### src/rtl/uart_rxb_pkg.sv
`timescale 1ns/1ps
package uart_rxb_pkg;

   // Decision for one arriving character
   typedef struct packed {
      logic push;     // append at tail
      logic ovwr;     // replace head (holding-slot mode only)
      logic ovr_evt;  // character found no room
   } rxb_admit_t;

   function automatic int unsigned cnt_bits(input int unsigned depth);
      return $clog2(depth + 1);
   endfunction

endpackage

### src/rtl/uart_rxb_store.sv
`timescale 1ns/1ps
module uart_rxb_store #(
   parameter int unsigned DATA_W = 8,
   parameter int unsigned DEPTH  = 16,
   localparam int unsigned PTR_W = $clog2(DEPTH),
   localparam int unsigned CNT_W = uart_rxb_pkg::cnt_bits(DEPTH)
) (
   input  logic              clk,
   input  logic              rst_n,
   input  logic              flush,
   input  logic              push,
   input  logic              ovwr,
   input  logic              pop,
   input  logic [DATA_W-1:0] wdata,
   output logic [DATA_W-1:0] head,
   output logic [CNT_W-1:0]  count
);

   generate
      if (DEPTH < 2 || (DEPTH & (DEPTH - 1)) != 0) begin : g_bad_depth
         $error("uart_rxb_store: DEPTH must be a power of two and at least 2");
      end
      if (DATA_W < 5 || DATA_W > 9) begin : g_bad_width
         $error("uart_rxb_store: DATA_W must lie between 5 and 9");
      end
   endgenerate

   logic [PTR_W-1:0]  wr_ptr, rd_ptr;
   logic [DATA_W-1:0] slots [DEPTH];

   for (genvar i = 0; i < DEPTH; i++) begin : g_slot
      logic [DATA_W-1:0] slot_q;
      logic              wr_here;
      assign wr_here = (push && wr_ptr == PTR_W'(i)) || (ovwr && rd_ptr == PTR_W'(i));
      always_ff @(posedge clk or negedge rst_n) begin
         if (!rst_n)       slot_q <= '0;
         else if (wr_here) slot_q <= wdata;
      end
      assign slots[i] = slot_q;
   end

   assign head = slots[rd_ptr];

   always_ff @(posedge clk or negedge rst_n) begin
      if (!rst_n) begin
         wr_ptr <= '0;
         rd_ptr <= '0;
         count  <= '0;
      end else if (flush) begin
         wr_ptr <= '0;
         rd_ptr <= '0;
         count  <= '0;
      end else begin
         if (push) wr_ptr <= wr_ptr + 1'b1;
         if (pop)  rd_ptr <= rd_ptr + 1'b1;
         case ({push, pop})
            2'b10:   count <= count + 1'b1;
            2'b01:   count <= count - 1'b1;
            default: count <= count;
         endcase
      end
   end


   cnt_bound_chk: assert property (@(posedge clk) disable iff (!rst_n)
      count <= CNT_W'(DEPTH));


   no_overflow_chk: assert property (@(posedge clk) disable iff (!rst_n)
      (push && !pop) |-> (count != CNT_W'(DEPTH)));


   no_underflow_chk: assert property (@(posedge clk) disable iff (!rst_n)
      pop |-> (count != '0));


   ovwr_only_occupied_chk: assert property (@(posedge clk) disable iff (!rst_n)
      ovwr |-> (count == CNT_W'(1)) && !push && !pop);

endmodule

### src/rtl/uart_rxb_admit.sv
`timescale 1ns/1ps
module uart_rxb_admit #(
   parameter int unsigned DEPTH = 16,
   localparam int unsigned CNT_W = uart_rxb_pkg::cnt_bits(DEPTH)
) (
   input  logic                     clk,
   input  logic                     rst_n,
   input  logic                     char_valid,
   input  logic                     fifo_mode,
   input  logic                     flush,
   input  logic                     rd_req,
   input  logic [CNT_W-1:0]         count,
   output logic                     pop,
   output uart_rxb_pkg::rxb_admit_t adm
);

   logic full_eff;
   logic room;
   logic arrive;

   // Capacity follows the mode: the whole ring, or a single slot
   assign full_eff = fifo_mode ? (count == CNT_W'(DEPTH)) : (count != '0);
   assign pop      = rd_req && !flush && (count != '0);
   assign room     = !full_eff || pop;
   assign arrive   = char_valid && !flush;

   always_comb begin
      adm.push    = arrive && room;
      adm.ovr_evt = arrive && !room;
      adm.ovwr    = arrive && !room && !fifo_mode;
   end


   fifo_keep_full_chk: assert property (@(posedge clk) disable iff (!rst_n)
      (adm.ovr_evt && fifo_mode) |=> (count == CNT_W'(DEPTH)));


   hold_stays_one_chk: assert property (@(posedge clk) disable iff (!rst_n)
      (adm.ovr_evt && !fifo_mode) |=> (count == CNT_W'(1)));


   pop_frees_room_chk: assert property (@(posedge clk) disable iff (!rst_n)
      (char_valid && pop) |-> !adm.ovr_evt);

endmodule

### src/rtl/uart_rxb_status.sv
`timescale 1ns/1ps
module uart_rxb_status (
   input  logic clk,
   input  logic rst_n,
   input  logic ovr_evt,
   input  logic lsr_rd,
   input  logic int_en,
   output logic ovr_flag,
   output logic irq
);

   always_ff @(posedge clk or negedge rst_n) begin
      if (!rst_n)       ovr_flag <= 1'b0;
      else if (ovr_evt) ovr_flag <= 1'b1;
      else if (lsr_rd)  ovr_flag <= 1'b0;
   end

   assign irq = ovr_flag && int_en;


   ovr_set_chk: assert property (@(posedge clk) disable iff (!rst_n)
      ovr_evt |=> ovr_flag);


   ovr_sticky_chk: assert property (@(posedge clk) disable iff (!rst_n)
      (ovr_flag && !lsr_rd) |=> ovr_flag);


   ovr_clear_chk: assert property (@(posedge clk) disable iff (!rst_n)
      (lsr_rd && !ovr_evt) |=> !ovr_flag);

endmodule

### src/rtl/uart_rx_store.sv
`timescale 1ns/1ps
module uart_rx_store #(
   parameter int unsigned DATA_W = 8,
   parameter int unsigned DEPTH  = 16
) (
   input  logic              clk,
   input  logic              rst_n,
   input  logic              char_valid,
   input  logic [DATA_W-1:0] char_data,
   input  logic              fifo_en,
   input  logic              fifo_clr,
   input  logic              lsr_int_en,
   input  logic              rd_data_stb,
   input  logic              rd_lsr_stb,
   output logic [DATA_W-1:0] rd_data,
   output logic              data_ready,
   output logic              overrun,
   output logic              irq_lsr
);

   localparam int unsigned CNT_W = uart_rxb_pkg::cnt_bits(DEPTH);

   uart_rxb_pkg::rxb_admit_t adm;
   logic              fifo_en_q;
   logic              flush;
   logic              pop;
   logic [CNT_W-1:0]  count;
   logic [DATA_W-1:0] head;

   always_ff @(posedge clk or negedge rst_n) begin
      if (!rst_n) fifo_en_q <= 1'b0;
      else        fifo_en_q <= fifo_en;
   end

   assign flush = fifo_clr || (fifo_en != fifo_en_q);

   uart_rxb_admit #(.DEPTH(DEPTH)) u_admit (
      .clk        (clk),
      .rst_n      (rst_n),
      .char_valid (char_valid),
      .fifo_mode  (fifo_en),
      .flush      (flush),
      .rd_req     (rd_data_stb),
      .count      (count),
      .pop        (pop),
      .adm        (adm)
   );

   uart_rxb_store #(.DATA_W(DATA_W), .DEPTH(DEPTH)) u_store (
      .clk   (clk),
      .rst_n (rst_n),
      .flush (flush),
      .push  (adm.push),
      .ovwr  (adm.ovwr),
      .pop   (pop),
      .wdata (char_data),
      .head  (head),
      .count (count)
   );

   uart_rxb_status u_status (
      .clk      (clk),
      .rst_n    (rst_n),
      .ovr_evt  (adm.ovr_evt),
      .lsr_rd   (rd_lsr_stb),
      .int_en   (lsr_int_en),
      .ovr_flag (overrun),
      .irq      (irq_lsr)
   );

   // Read register: loads only on a real pop, holds otherwise
   always_ff @(posedge clk or negedge rst_n) begin
      if (!rst_n)   rd_data <= '0;
      else if (pop) rd_data <= head;
   end

   assign data_ready = (count != '0);


   empty_read_hold_chk: assert property (@(posedge clk) disable iff (!rst_n)
      (rd_data_stb && !data_ready) |=> $stable(rd_data));


   flush_empties_chk: assert property (@(posedge clk) disable iff (!rst_n)
      flush |=> !data_ready);


   hold_cap_chk: assert property (@(posedge clk) disable iff (!rst_n)
      (!fifo_en && !fifo_en_q) |-> (count <= CNT_W'(1)));


   irq_follow_chk: assert property (@(posedge clk) disable iff (!rst_n)
      (adm.ovr_evt && lsr_int_en) |=> (irq_lsr || !lsr_int_en));

endmodule

### config.mk
export PLATFORM = sky130hd
export DESIGN_NAME = uart_rx_store
export DESIGN_NICKNAME = d
export VERILOG_FILES = /design/src/rtl/uart_rxb_pkg.sv /design/src/rtl/uart_rxb_store.sv /design/src/rtl/uart_rxb_admit.sv /design/src/rtl/uart_rxb_status.sv /design/src/rtl/uart_rx_store.sv
export SDC_FILE = /design/constraint.sdc
export NUM_CORES = 1
export LEC_CHECK = 0
export BUFFER_PORTS_ARGS = -buffer_cell sky130_fd_sc_hd__buf_2
export CAP_MARGIN = 20
export CORE_MARGIN = 2
export CORE_UTILIZATION = 35
export DETAILED_ROUTE_END_ITERATION = 10
export PLACE_DENSITY = 0.53
export SYNTH_ARGS = -nofsm -noshare
export SYNTH_HDL_FRONTEND = slang
export SYNTH_HIERARCHICAL = 1
export SYNTH_SLANG_ARGS = --single-unit
### constraint.sdc
create_clock -name clk -period 3.92 [get_ports clk]
set_clock_uncertainty 0.05 [all_clocks]
set_input_delay 0.392 -clock clk [delete_from_list [all_inputs] [get_ports clk]]
set_output_delay 0.392 -clock clk [all_outputs]
set_load 0.03 [all_outputs]
==> results of run 1 <==
==> area by class of cell <==
type	instances	area, um^2	area share [%]
clock buffer	21	460	5.57
clock inverter	10	145	1.76
inverter	10	37.5	0.454
multi-input combinational	308	3310	40.0
sequential	151	3780	45.7
tap	270	338	4.09
timing repair buffer	34	196	2.38
==> registers in the layout, summed over array words and instances (netlist names) <==
name / cells
u_store/g_slot.slot_q: 128
rd_data: 8
u_store/count: 5
u_store/rd_ptr: 4
u_store/wr_ptr: 4
fifo_en_q: 1
u_status/ovr_flag: 1
==> worst register-to-register path: stages, from the launching register on <==
cell      delay (ns)
dfrtp_1         0.48
or4_4           0.59
mux2i_1         0.21
o21a_1          0.43
nand2b_1        0.33
xnor2_1         0.10
ha_1            0.22
o311ai_0        0.43
a21oi_1         0.13
a31o_2          0.22
==> synth_stat cells (4+ instances only) <==
cell type / number
a22o_1: 8
a22oi_1: 16
a22oi_2: 4
buf_2: 14
buf_6: 7
clkbuf_1: 10
dfrtp_1: 151
ha_1: 10
inv_1: 10
mux2_2: 127
mux2_4: 8
mux4_1: 13
mux4_2: 18
nand2_1: 21
nand2b_1: 5
nand3_1: 4
nor2_1: 21
o21ai_2: 4
xnor2_1: 7
==> stage by stage <==
| stage | area [um^2] | util [%] | power [mW] | instances |
|---|---|---|---|---|
| finish | 8270 | 40.5 | 3.68 | 804 |
| global route | 8270 | 40.5 | 3.85 | 804 |
| CTS | 8270 | 40.5 | 3.73 | 804 |
| detailed placement | 7660 | 37.5 | 2.04 | 773 |
| global placement | 7660 | 37.5 | 2.03 | 773 |
| floorplan | 7340 | - | 1.90 | 504 |
==> layer usage <==
metal	GRT usage (%)	vias up	share of wire [%]
li1	-	1910	-
met1	21.3	2172	45
met2	25.7	96	48
met3	3.49	21	4.3
met4	5.52	0	2.0
met5	0	-	0
==> worst max path at each step <==
stage                     startpoint               end  slack [ns]  depth (start not counted)
finish              u_store/count[1]  u_store/count[4]        0.63                          9
global route        u_store/count[1]  u_store/count[4]        0.37                          9
CTS                 u_store/count[1]  u_store/count[4]        0.65                          9
detailed placement  u_store/count[1]  u_store/count[4]        0.65                          9
global placement    u_store/count[1]  u_store/count[4]        0.75                          9
floorplan           u_store/count[0]  u_store/count[4]        1.18                         10
==> power by group <==
group	switching (mW)	total [mW]	internal, mW	leakage (nW)
Sequential	0.0344	1.66	1.63	2.08
Combinational	0.197	0.344	0.147	1.54
Clock	0.636	1.67	1.04	0.295
==> logic make-up (layout without fill, tap and decap cells) <==
logic type | after synthesis | after routing | share of synthesized area (%)
buffers and inverters | 45 | 75 | 3.53
AND/OR/NAND/NOR | 71 | 71 | 4.91
AO/OA/AOI/OAI | 47 | 47 | 5.13
flip-flops | 151 | 151 | 51.5
multiplexers | 171 | 171 | 32.2
XOR/XNOR | 9 | 9 | 1.07
adder cells (fa/ha/maj) | 10 | 10 | 1.70
==> results_tabular.tex, run 1 <==
\begin{tabular}{lr}
\hline
Metric & Value \\
\hline
\multicolumn{2}{l}{\textbf{Timing}} \\
Tmin final & 3.29 ns \\
Highest clock rate & 304 MHz \\
Final setup violation count & 0 \\
Endpoints failing hold & 0 \\
Fin. max-slew vios & 0 \\
Worst-Margin Slew & 0.842 ns \\
Final worst-path cycle share & 84.0\% \\
TNS Setup & 0 ns \\
Setup slack of the critical path after layout & 0.627 ns \\
Smallest hold slack & 0.000527 ns \\
Max-slew headroom at the worst pin & 43.9\% \\
Unrepaired setup endpoints after global routing & false \\
\multicolumn{2}{l}{\textbf{Job}} \\
Max Cap Violations & 0 \\
\multicolumn{2}{l}{\textbf{Routing}} \\
Total routed wirelength & 16300 um \\
Iteration-0 DRC Markers & 304 \\
Length of the first detailed-routing pass in iterations & 4 \\
Number of vias in the routed layout & 4199 \\
DR vias/cell & 5.22 \\
Post-detailed-route wirelength per cell & 20.3 um \\
Number of design rule violations left after detail routing & 0 \\
Post-DRT Antenna Nets & 0 \\
\multicolumn{2}{l}{\textbf{Finish}} \\
NumNets Final & 548 \\
Synth-to-layout area growth & 12.6\% \\
Leading cell type in the layout, fill and taps excluded & dfrtp\_1 \\
Number of antenna cells inserted & 0 \\
Most used cells in the layout excluding fill and tap cells & dfrtp\_1 (150), mux2\_2 (127), buf\_2 (25), nor2\_1 (21), nand2\_1 (21) \\
Fraction of layout cells with a size suffix above 1 & 43.3\% \\
\# fillers & 1919 \\
\multicolumn{2}{l}{\textbf{Setup path}} \\
Slowest-stage cell, CP & or4\_4 \\
Flop2flop setup slack & 0.63 ns \\
Buffers and inverters on the worst path & 0 \\
Worst-case reg-to-reg path depth & 9 \\
Critical path's top delay family & compound AO/OA/AOI/OAI gates \\
Nature of the critical path endpoint & flop \\
Critical path, cell by cell & or4\_4 -> mux2i\_1 -> o21a\_1 -> nand2b\_1 -> xnor2\_1 -> ha\_1 -> o311ai\_0 -> a21oi\_1 -> a31o\_2 \\
Delay of the slowest critical-path stage & 0.59 ns \\
Critical Path Source Type & flop \\
Type of the worst setup path & flop to flop \\
Capture point of the worst reg-to-reg path & u\_store/count[4] \\
Data arrival time of the worst path & 3.55 ns \\
CP Max Fanout & 14 \\
Worst endpoint required time & 4.18 ns \\
Reg-to-reg startpoint & u\_store/count[1] \\
\multicolumn{2}{l}{\textbf{Place}} \\
Estimated wirelength of the detail-placed design & 10400 um \\
Pre-CTS WS & 0.647 ns \\
PortBufs & 26 \\
Routability-driven placement congestion ratio & 0.813 \\
\multicolumn{2}{l}{\textbf{Clocking}} \\
\# hold bufs at CTS & 0 \\
Clk Tree Root Cell & clkbuf\_16 \\
Number of post-CTS setup repair buffers & 0 \\
Count of cells resized by post-cts repair & 0 \\
Clock H-tree levels & 4 \\
Number of buffers on the longest clock path & 2 \\
CTS tree & built \\
Insertion delay of the later-clocked pin in the worst-skew pair & 0.41 ns \\
Sinks on the clock net & 151 \\
Clock slew at the register clock pins of the worst setup and hold paths & 0.06 ns \\
Inserted Clock Buffers & 17 \\
\multicolumn{2}{l}{\textbf{Outcome}} \\
Run status & finished clean \\
\multicolumn{2}{l}{\textbf{Yosys}} \\
Fraction of synthesis flops using an asynchronous set or reset pin & 100\% \\
Flip-flop and latch count after synthesis & 151 \\
Cell type contributing the most total cell area after synthesis & dfrtp\_1 \\
Unique masters post-synth & 49 \\
Post-synthesis instance total & 504 \\
Synthesized area per cell & 14.6 um\^{}2 \\
Most common flop cell mapped by yosys & dfrtp\_1 \\
Top-area cell type share of the netlist area & 51.5\% \\
Number of synthesized flops with an enable pin & 0 \\
Sequential share of the synthesized area & 51.5\% \\
Area contributors post-synth & dfrtp\_1 (51\%), mux2\_2 (19\%), mux4\_2 (5.5\%), mux4\_1 (4.7\%), ha\_1 (1.7\%) \\
Count of synthesis-stage warnings from yosys & 6 \\
Post-synthesis instance area & 7340 um\^{}2 \\
Post-synthesis net count & 530 \\
\multicolumn{2}{l}{\textbf{GRT}} \\
Total global routing track utilization & 15.9\% \\
Maximum number of pins on one net before global-route repair & 89 \\
Initial antenna violation count & 0 \\
First-pass GRT wire length & 26200 um \\
Vias in the first global route & 4509 \\
Leftover overflow at the end of global routing & 0 \\
\multicolumn{2}{l}{\textbf{Pwr}} \\
Power density relative to cell area & 445 nW/um\^{}2 \\
Leakage power & 3.91 nW \\
Maximum vdd drop & 0.370 mV \\
\multicolumn{2}{l}{\textbf{Worst hold path}} \\
Hold WC Path Type & input pin to async pin \\
\multicolumn{2}{l}{\textbf{Floorplanning}} \\
Starting utilization of the core area & 35.9\% \\
Number of ports placed on the die boundary & 27 \\
Row Count & 52 \\
Die area & 22200 um\^{}2 \\
Chip height & 149 um \\
Core Area & 20400 um\^{}2 \\
Die Span X & 149 um \\
\hline
\end{tabular}
(Power assumes the default switching activity.)
==> run 2: changes to the inputs <==
clock period = 3.37 ns   (was 3.92 ns; I/O delays follow)
==> results_tabular.tex, run 2 (synthesized netlist as in run 1, its figures left out) <==
\begin{tabular}{lr}
\hline
Metric & Value \\
\hline
\multicolumn{2}{l}{\textbf{Routing}} \\
Post-detailed-route wirelength per cell & 20.2 um (was 20.3 um) \\
Iteration-0 DRC Markers & 285 (was 304) \\
Post-DRT Antenna Nets & 0 (unchanged) \\
Total routed wirelength & 16400 um (was 16300 um) \\
Length of the first detailed-routing pass in iterations & 4 (unchanged) \\
Number of vias in the routed layout & 4201 (was 4199) \\
Number of design rule violations left after detail routing & 0 (unchanged) \\
DR vias/cell & 5.19 (was 5.22) \\
\multicolumn{2}{l}{\textbf{Pwr}} \\
Maximum vdd drop & 0.391 mV (was 0.370 mV) \\
Pwr Total & 4.09 mW (was 3.68 mW) \\
Leakage power & 3.92 nW (was 3.91 nW) \\
Power density relative to cell area & 494 nW/um\^{}2 (was 445 nW/um\^{}2) \\
\multicolumn{2}{l}{\textbf{GRT}} \\
First-pass GRT wire length & 26600 um (was 26200 um) \\
Vias in the first global route & 4578 (was 4509) \\
Initial antenna violation count & 0 (unchanged) \\
Maximum number of pins on one net before global-route repair & 70 (was 89) \\
Total global routing track utilization & 16.0\% (was 15.9\%) \\
Leftover overflow at the end of global routing & 0 (unchanged) \\
\multicolumn{2}{l}{\textbf{Setup path}} \\
Flop2flop setup slack & 0.28 ns (was 0.63 ns) \\
Type of the worst setup path & flop to flop (unchanged) \\
Worst endpoint required time & 3.62 ns (was 4.18 ns) \\
Critical path, cell by cell & or4\_4 -> mux2i\_1 -> o21a\_1 -> nand2b\_1 -> xnor2\_1 -> ha\_1 -> o311ai\_0 -> a21oi\_1 -> a31o\_2 (unchanged) \\
Slowest-stage cell, CP & or4\_4 (unchanged) \\
Critical Path Source Type & flop (unchanged) \\
Capture point of the worst reg-to-reg path & u\_store/count[4] (unchanged) \\
Delay of the slowest critical-path stage & 0.58 ns (was 0.59 ns) \\
Reg-to-reg startpoint & u\_store/count[1] (unchanged) \\
Nature of the critical path endpoint & flop (unchanged) \\
CP Max Fanout & 10 (was 14) \\
Buffers and inverters on the worst path & 0 (unchanged) \\
Data arrival time of the worst path & 3.34 ns (was 3.55 ns) \\
Worst-case reg-to-reg path depth & 9 (unchanged) \\
Critical path's top delay family & compound AO/OA/AOI/OAI gates (unchanged) \\
\multicolumn{2}{l}{\textbf{Place}} \\
Pre-CTS WS & 0.345 ns (was 0.647 ns) \\
Routability-driven placement congestion ratio & 0.821 (was 0.813) \\
PortBufs & 26 (unchanged) \\
Estimated wirelength of the detail-placed design & 10700 um (was 10400 um) \\
\multicolumn{2}{l}{\textbf{Timing}} \\
Final worst-path cycle share & 91.5\% (was 84.0\%) \\
Fin. max-slew vios & 0 (unchanged) \\
Endpoints failing hold & 0 (unchanged) \\
Max-slew headroom at the worst pin & 40.9\% (was 43.9\%) \\
TNS Setup & 0 ns (unchanged) \\
Setup slack of the critical path after layout & 0.285 ns (was 0.627 ns) \\
Highest clock rate & 324 MHz (was 304 MHz) \\
Unrepaired setup endpoints after global routing & false (unchanged) \\
Final setup violation count & 0 (unchanged) \\
Tmin final & 3.09 ns (was 3.29 ns) \\
Worst-Margin Slew & 0.883 ns (was 0.842 ns) \\
\multicolumn{2}{l}{\textbf{Clocking}} \\
\# hold bufs at CTS & 1 (was 0) \\
Clock slew at the register clock pins of the worst setup and hold paths & 0.06 ns (about the same) \\
Insertion delay of the later-clocked pin in the worst-skew pair & 0.41 ns (about the same) \\
Number of post-CTS setup repair buffers & 0 (unchanged) \\
Clock H-tree levels & 4 (unchanged) \\
Count of cells resized by post-cts repair & 0 (unchanged) \\
Inserted Clock Buffers & 17 (unchanged) \\
Number of buffers on the longest clock path & 2 (unchanged) \\
CTS tree & built (unchanged) \\
Clk Tree Root Cell & clkbuf\_16 (unchanged) \\
Sinks on the clock net & 151 (unchanged) \\
\multicolumn{2}{l}{\textbf{Floorplanning}} \\
Die Span X & 149 um (unchanged) \\
Row Count & 52 (unchanged) \\
Chip height & 149 um (unchanged) \\
Core Area & 20400 um\^{}2 (unchanged) \\
Starting utilization of the core area & 35.9\% (unchanged) \\
Die area & 22200 um\^{}2 (unchanged) \\
Number of ports placed on the die boundary & 27 (unchanged) \\
\multicolumn{2}{l}{\textbf{Worst hold path}} \\
Startpoint of the tightest hold check path & fifo\_en \\
Hold WC Path Type & input pin to flop (was input pin to async pin) \\
Worst hold path cell count & 1 \\
Worst Hold Path EP & fifo\_en\_q \\
\multicolumn{2}{l}{\textbf{Finish}} \\
Largest registers in the final layout & u\_store/g\_slot.slot\_q: 128 flops, rd\_data: 8 flops, u\_store/count: 5 flops (unchanged) \\
Synth-to-layout area growth & 12.8\% (was 12.6\%) \\
Most used cells in the layout excluding fill and tap cells & dfrtp\_1 (150), mux2\_2 (127), buf\_2 (25), nor2\_1 (21), nand2\_1 (21) (unchanged) \\
Leading cell type in the layout, fill and taps excluded & dfrtp\_1 (unchanged) \\
Biggest register & u\_store/g\_slot.slot\_q (unchanged) \\
Max FFs per register & 128 (unchanged) \\
Number of antenna cells inserted & 0 (unchanged) \\
NumNets Final & 555 (was 548) \\
Fraction of layout cells with a size suffix above 1 & 43.2\% (was 43.3\%) \\
\multicolumn{2}{l}{\textbf{Outcome}} \\
Run status & finished clean (unchanged) \\
\multicolumn{2}{l}{\textbf{Job}} \\
Max Cap Violations & 0 (unchanged) \\
\hline
\end{tabular}
## run 2: cell count changes in the layout (fill, tap and decap cells not counted)
cell / previous run / this run
clkbuf_1: 2 / 4
clkinv_2: 2 / 0
inv_8: 1 / 0
dlygate4sd3_1: 0 / 1
clkinvlp_4: 1 / 2
buf_4: 8 / 12
buf_12: 0 / 2
bufinv_16: 3 / 1
## run 2: final cells by class
class                      count  area [um^2]
clock buffer                  23          468
clock inverter                 6         71.3
fill                        1910        12100
inverter                      10         37.5
multi-input combinational    308         3310
sequential                   151         3780
tap                          270          338
timing repair buffer          41          277
## run 2: metal layers
layer  routed length [um]  global-route usage (%)  up-vias
met5                    0                       0        -
met4                  144                    5.10        0
met3                  376                    3.36        7
met2                 8130                    26.1       50
met1                 7720                    21.6     2225
li1                     -                       -     1919
## run 2: metrics by stage
stage | area, um^2 | std cells | hold slack [ns] | util (%)
after floorplan | 7340 | 504 | -0.00859 | -
after global placement | 7730 | 779 | 0.341 | 37.8
after detailed placement | 7730 | 779 | 0.350 | 37.8
after CTS | 8280 | 809 | 0.0146 | 40.5
after global routing | 8280 | 809 | 0.0205 | 40.5
final | 8280 | 809 | 0.0316 | 40.5
## run 2: where the power goes
part           internal (mW)  total (mW)  switching [mW]
logic                  0.173       0.400           0.227
clock network           1.05        1.76           0.713
registers               1.89        1.93          0.0418
## run 2: how the worst max path moves through the flow
stage / start / to / depth (start not counted) / slack (ns)
3_5_place_dp: u_store/count[1] / u_store/count[4] / 9 / 0.35
2_1_floorplan: u_store/count[0] / u_store/count[4] / 10 / 0.63
4_1_cts: u_store/count[1] / u_store/count[4] / 9 / 0.32
6_report: u_store/count[1] / u_store/count[4] / 9 / 0.28
5_1_grt: u_store/count[1] / u_store/count[4] / 9 / 0.02
3_3_place_gp: u_store/count[1] / u_store/count[4] / 9 / 0.40
==> run 3: changes to the inputs <==
BUFFER_PORTS_ARGS = -buffer_cell sky130_fd_sc_hd__buf_4   (was -buffer_cell sky130_fd_sc_hd__buf_2)
SKIP_LAST_GASP = 1   (was unset)
==> results_tabular.tex, run 3 (synthesized netlist as in run 1, its figures left out) <==
\begin{tabular}{lr}
\hline
Metric & Value \\
\hline
\multicolumn{2}{l}{\textbf{Pwr}} \\
Switching power share of the total & 25.1\% (was 24.0\%) \\
Logic gate share of total power & 10.3\% (was 9.8\%) \\
Leakage power & 3.97 nW (was 3.92 nW) \\
Switching pwr & 1.05 mW (was 0.981 mW) \\
Internal Pwr Total & 3.13 mW (was 3.11 mW) \\
Power density relative to cell area & 497 nW/um\^{}2 (was 494 nW/um\^{}2) \\
Maximum vdd drop & 0.348 mV (was 0.391 mV) \\
Share of power burned in the clock network & 43.4\% (was 43.0\%) \\
Reg power frac & 46.3\% (was 47.2\%) \\
\multicolumn{2}{l}{\textbf{Finish}} \\
Max FFs per register & 128 (unchanged) \\
\# fillers & 1914 (was 1910) \\
Synth-to-layout area growth & 14.3\% (was 12.8\%) \\
Biggest register & u\_store/g\_slot.slot\_q (unchanged) \\
Post-route insts no fill & 818 (was 809) \\
NumNets Final & 561 (was 555) \\
Most used cells in the layout excluding fill and tap cells & dfrtp\_1 (150), mux2\_2 (127), buf\_4 (44), nor2\_1 (21), nand2\_1 (21) (was dfrtp\_1 (150), mux2\_2 (127), buf\_2 (25), nor2\_1 (21), nand2\_1 (21)) \\
Leading cell type in the layout, fill and taps excluded & dfrtp\_1 (unchanged) \\
Largest registers in the final layout & u\_store/g\_slot.slot\_q: 128 flops, rd\_data: 8 flops, u\_store/count: 5 flops (unchanged) \\
Fraction of layout cells with a size suffix above 1 & 44.7\% (was 43.2\%) \\
Number of antenna cells inserted & 0 (unchanged) \\
\multicolumn{2}{l}{\textbf{Job}} \\
Max Cap Violations & 0 (unchanged) \\
\multicolumn{2}{l}{\textbf{Clocking}} \\
Number of buffers on the longest clock path & 2 (unchanged) \\
Inserted Clock Buffers & 17 (unchanged) \\
Insertion delay of the later-clocked pin in the worst-skew pair & 0.42 ns (was 0.41 ns) \\
Clock slew at the register clock pins of the worst setup and hold paths & 0.06 ns (about the same) \\
Clock H-tree levels & 4 (unchanged) \\
CTS tree & built (unchanged) \\
Sinks on the clock net & 151 (unchanged) \\
Clk Tree Root Cell & clkbuf\_16 (unchanged) \\
\multicolumn{2}{l}{\textbf{Floorplanning}} \\
Die area & 22200 um\^{}2 (unchanged) \\
Row Count & 52 (unchanged) \\
Starting utilization of the core area & 35.9\% (unchanged) \\
Core Area & 20400 um\^{}2 (unchanged) \\
Die Span X & 149 um (unchanged) \\
Number of ports placed on the die boundary & 27 (unchanged) \\
Chip height & 149 um (unchanged) \\
\multicolumn{2}{l}{\textbf{GRT}} \\
Initial antenna violation count & 0 (unchanged) \\
First-pass GRT wire length & 26300 um (was 26600 um) \\
Vias in the first global route & 4587 (was 4578) \\
Leftover overflow at the end of global routing & 0 (unchanged) \\
Maximum number of pins on one net before global-route repair & 85 (was 70) \\
Total global routing track utilization & 15.8\% (was 16.0\%) \\
\multicolumn{2}{l}{\textbf{Setup path}} \\
Critical Path Source Type & flop (unchanged) \\
Data arrival time of the worst path & 3.37 ns (was 3.34 ns) \\
Flop2flop setup slack & 0.26 ns (was 0.28 ns) \\
CP Max Fanout & 10 (unchanged) \\
Nature of the critical path endpoint & flop (unchanged) \\
Worst-case reg-to-reg path depth & 10 (was 9) \\
Type of the worst setup path & flop to flop (unchanged) \\
Reg-to-reg startpoint & u\_store/count[1] (unchanged) \\
Worst endpoint required time & 3.63 ns (was 3.62 ns) \\
Capture point of the worst reg-to-reg path & u\_store/count[4] (unchanged) \\
\multicolumn{2}{l}{\textbf{Worst hold path}} \\
Hold WC Path Type & input pin to flop (unchanged) \\
Worst hold path cell count & 3 (was 1) \\
Startpoint of the tightest hold check path & rd\_lsr\_stb (was fifo\_en) \\
Worst Hold Path EP & u\_status/ovr\_flag (was fifo\_en\_q) \\
\multicolumn{2}{l}{\textbf{Routing}} \\
Iteration-0 DRC Markers & 226 (was 285) \\
Total routed wirelength & 16500 um (was 16400 um) \\
Number of design rule violations left after detail routing & 0 (unchanged) \\
Post-detailed-route wirelength per cell & 20.1 um (was 20.2 um) \\
DR vias/cell & 5.24 (was 5.19) \\
Number of vias in the routed layout & 4284 (was 4201) \\
Post-DRT Antenna Nets & 0 (unchanged) \\
Length of the first detailed-routing pass in iterations & 4 (unchanged) \\
\multicolumn{2}{l}{\textbf{Timing}} \\
Max-slew headroom at the worst pin & 40.9\% (about the same) \\
Endpoints failing hold & 0 (unchanged) \\
Final worst-path cycle share & 92.2\% (was 91.5\%) \\
Fin. max-slew vios & 0 (unchanged) \\
Tmin final & 3.11 ns (was 3.09 ns) \\
TNS Setup & 0 ns (unchanged) \\
Unrepaired setup endpoints after global routing & false (unchanged) \\
Final setup violation count & 0 (unchanged) \\
Highest clock rate & 322 MHz (was 324 MHz) \\
Worst-Margin Slew & 0.883 ns (about the same) \\
\multicolumn{2}{l}{\textbf{Place}} \\
Estimated wirelength of the detail-placed design & 10800 um (was 10700 um) \\
Placed cells & 784 (was 779) \\
Routability-driven placement congestion ratio & 0.799 (was 0.821) \\
PortBufs & 26 (unchanged) \\
\multicolumn{2}{l}{\textbf{Outcome}} \\
Run status & finished clean (unchanged) \\
\hline
\end{tabular}
run 3: power groups by stage:
stage	clock [mW]	sequential, mW	combinational (mW)
after global routing	1.93	1.94	0.461
final	1.81	1.93	0.430
after CTS	1.85	1.93	0.438
after floorplan	0	2.02	0.196
after detailed placement	0	1.97	0.434
after global placement	0	1.96	0.429
run 3: how the worst max path moves through the flow:
stage / from / to / slack (ns) / depth (start not counted)
after CTS: u_store/count[1] / u_store/count[4] / 0.28 / 9
after detailed placement: u_store/count[1] / u_store/count[4] / 0.29 / 9
after global placement: u_store/count[1] / u_store/count[4] / 0.37 / 9
after floorplan: u_store/count[0] / u_store/count[4] / 0.63 / 10
after global routing: u_store/count[1] / u_store/count[4] / 0.05 / 10
final: u_store/count[1] / u_store/count[4] / 0.26 / 10
run 3: through the flow:
step / area, um^2 / power, mW / setup WS, ns / util (%) / hold slack, ns
2_1_floorplan: 7340 / 2.21 / 0.632 / - / -0.00859
3_3_place_gp: 7810 / 2.39 / 0.369 / 38.2 / 0.385
3_5_place_dp: 7810 / 2.40 / 0.292 / 38.2 / 0.389
4_1_cts: 8390 / 4.22 / 0.279 / 41.1 / 0.126
5_1_grt: 8390 / 4.33 / 0.0538 / 41.1 / 0.139
6_report: 8390 / 4.17 / 0.264 / 41.1 / 0.145
run 3: final cells by class:
type	count	area, um^2	share of cell area [%]
multi-input combinational	308	3310	39.4
tap	270	338	4.03
clock buffer	18	439	5.23
timing repair buffer	47	362	4.31
inverter	10	37.5	0.447
clock inverter	14	124	1.48
sequential	151	3780	45.1
run 3: worst max-delay path, cell delays in order, from the launching register on:
cell and delay [ns]:
dfrtp_1 0.48, or4_4 0.60, mux2i_1 0.22, o21a_1 0.26, nand2b_1 0.31, inv_1 0.14
ha_1 0.37, a31oi_1 0.10, o22ai_1 0.17, a21oi_1 0.09, a31o_2 0.22
run 3: routing by layer:
layer  wire [um]  vias up  global-route usage [%]
met5           0        -                       0
met4         333        0                    5.24
met3         486       18                    3.46
met2        7880       80                    25.7
met1        7780     2262                    21.0
li1            -     1924                       -
run 3: what timing repair did:
action / CTS / global route
endpoints found under the setup margin: 0 / 1
gates resized for setup: 0 / 1
hold endpoints to repair: 82 / 0
hold buffers: 2 / 0
setup buffers: 0 / 0
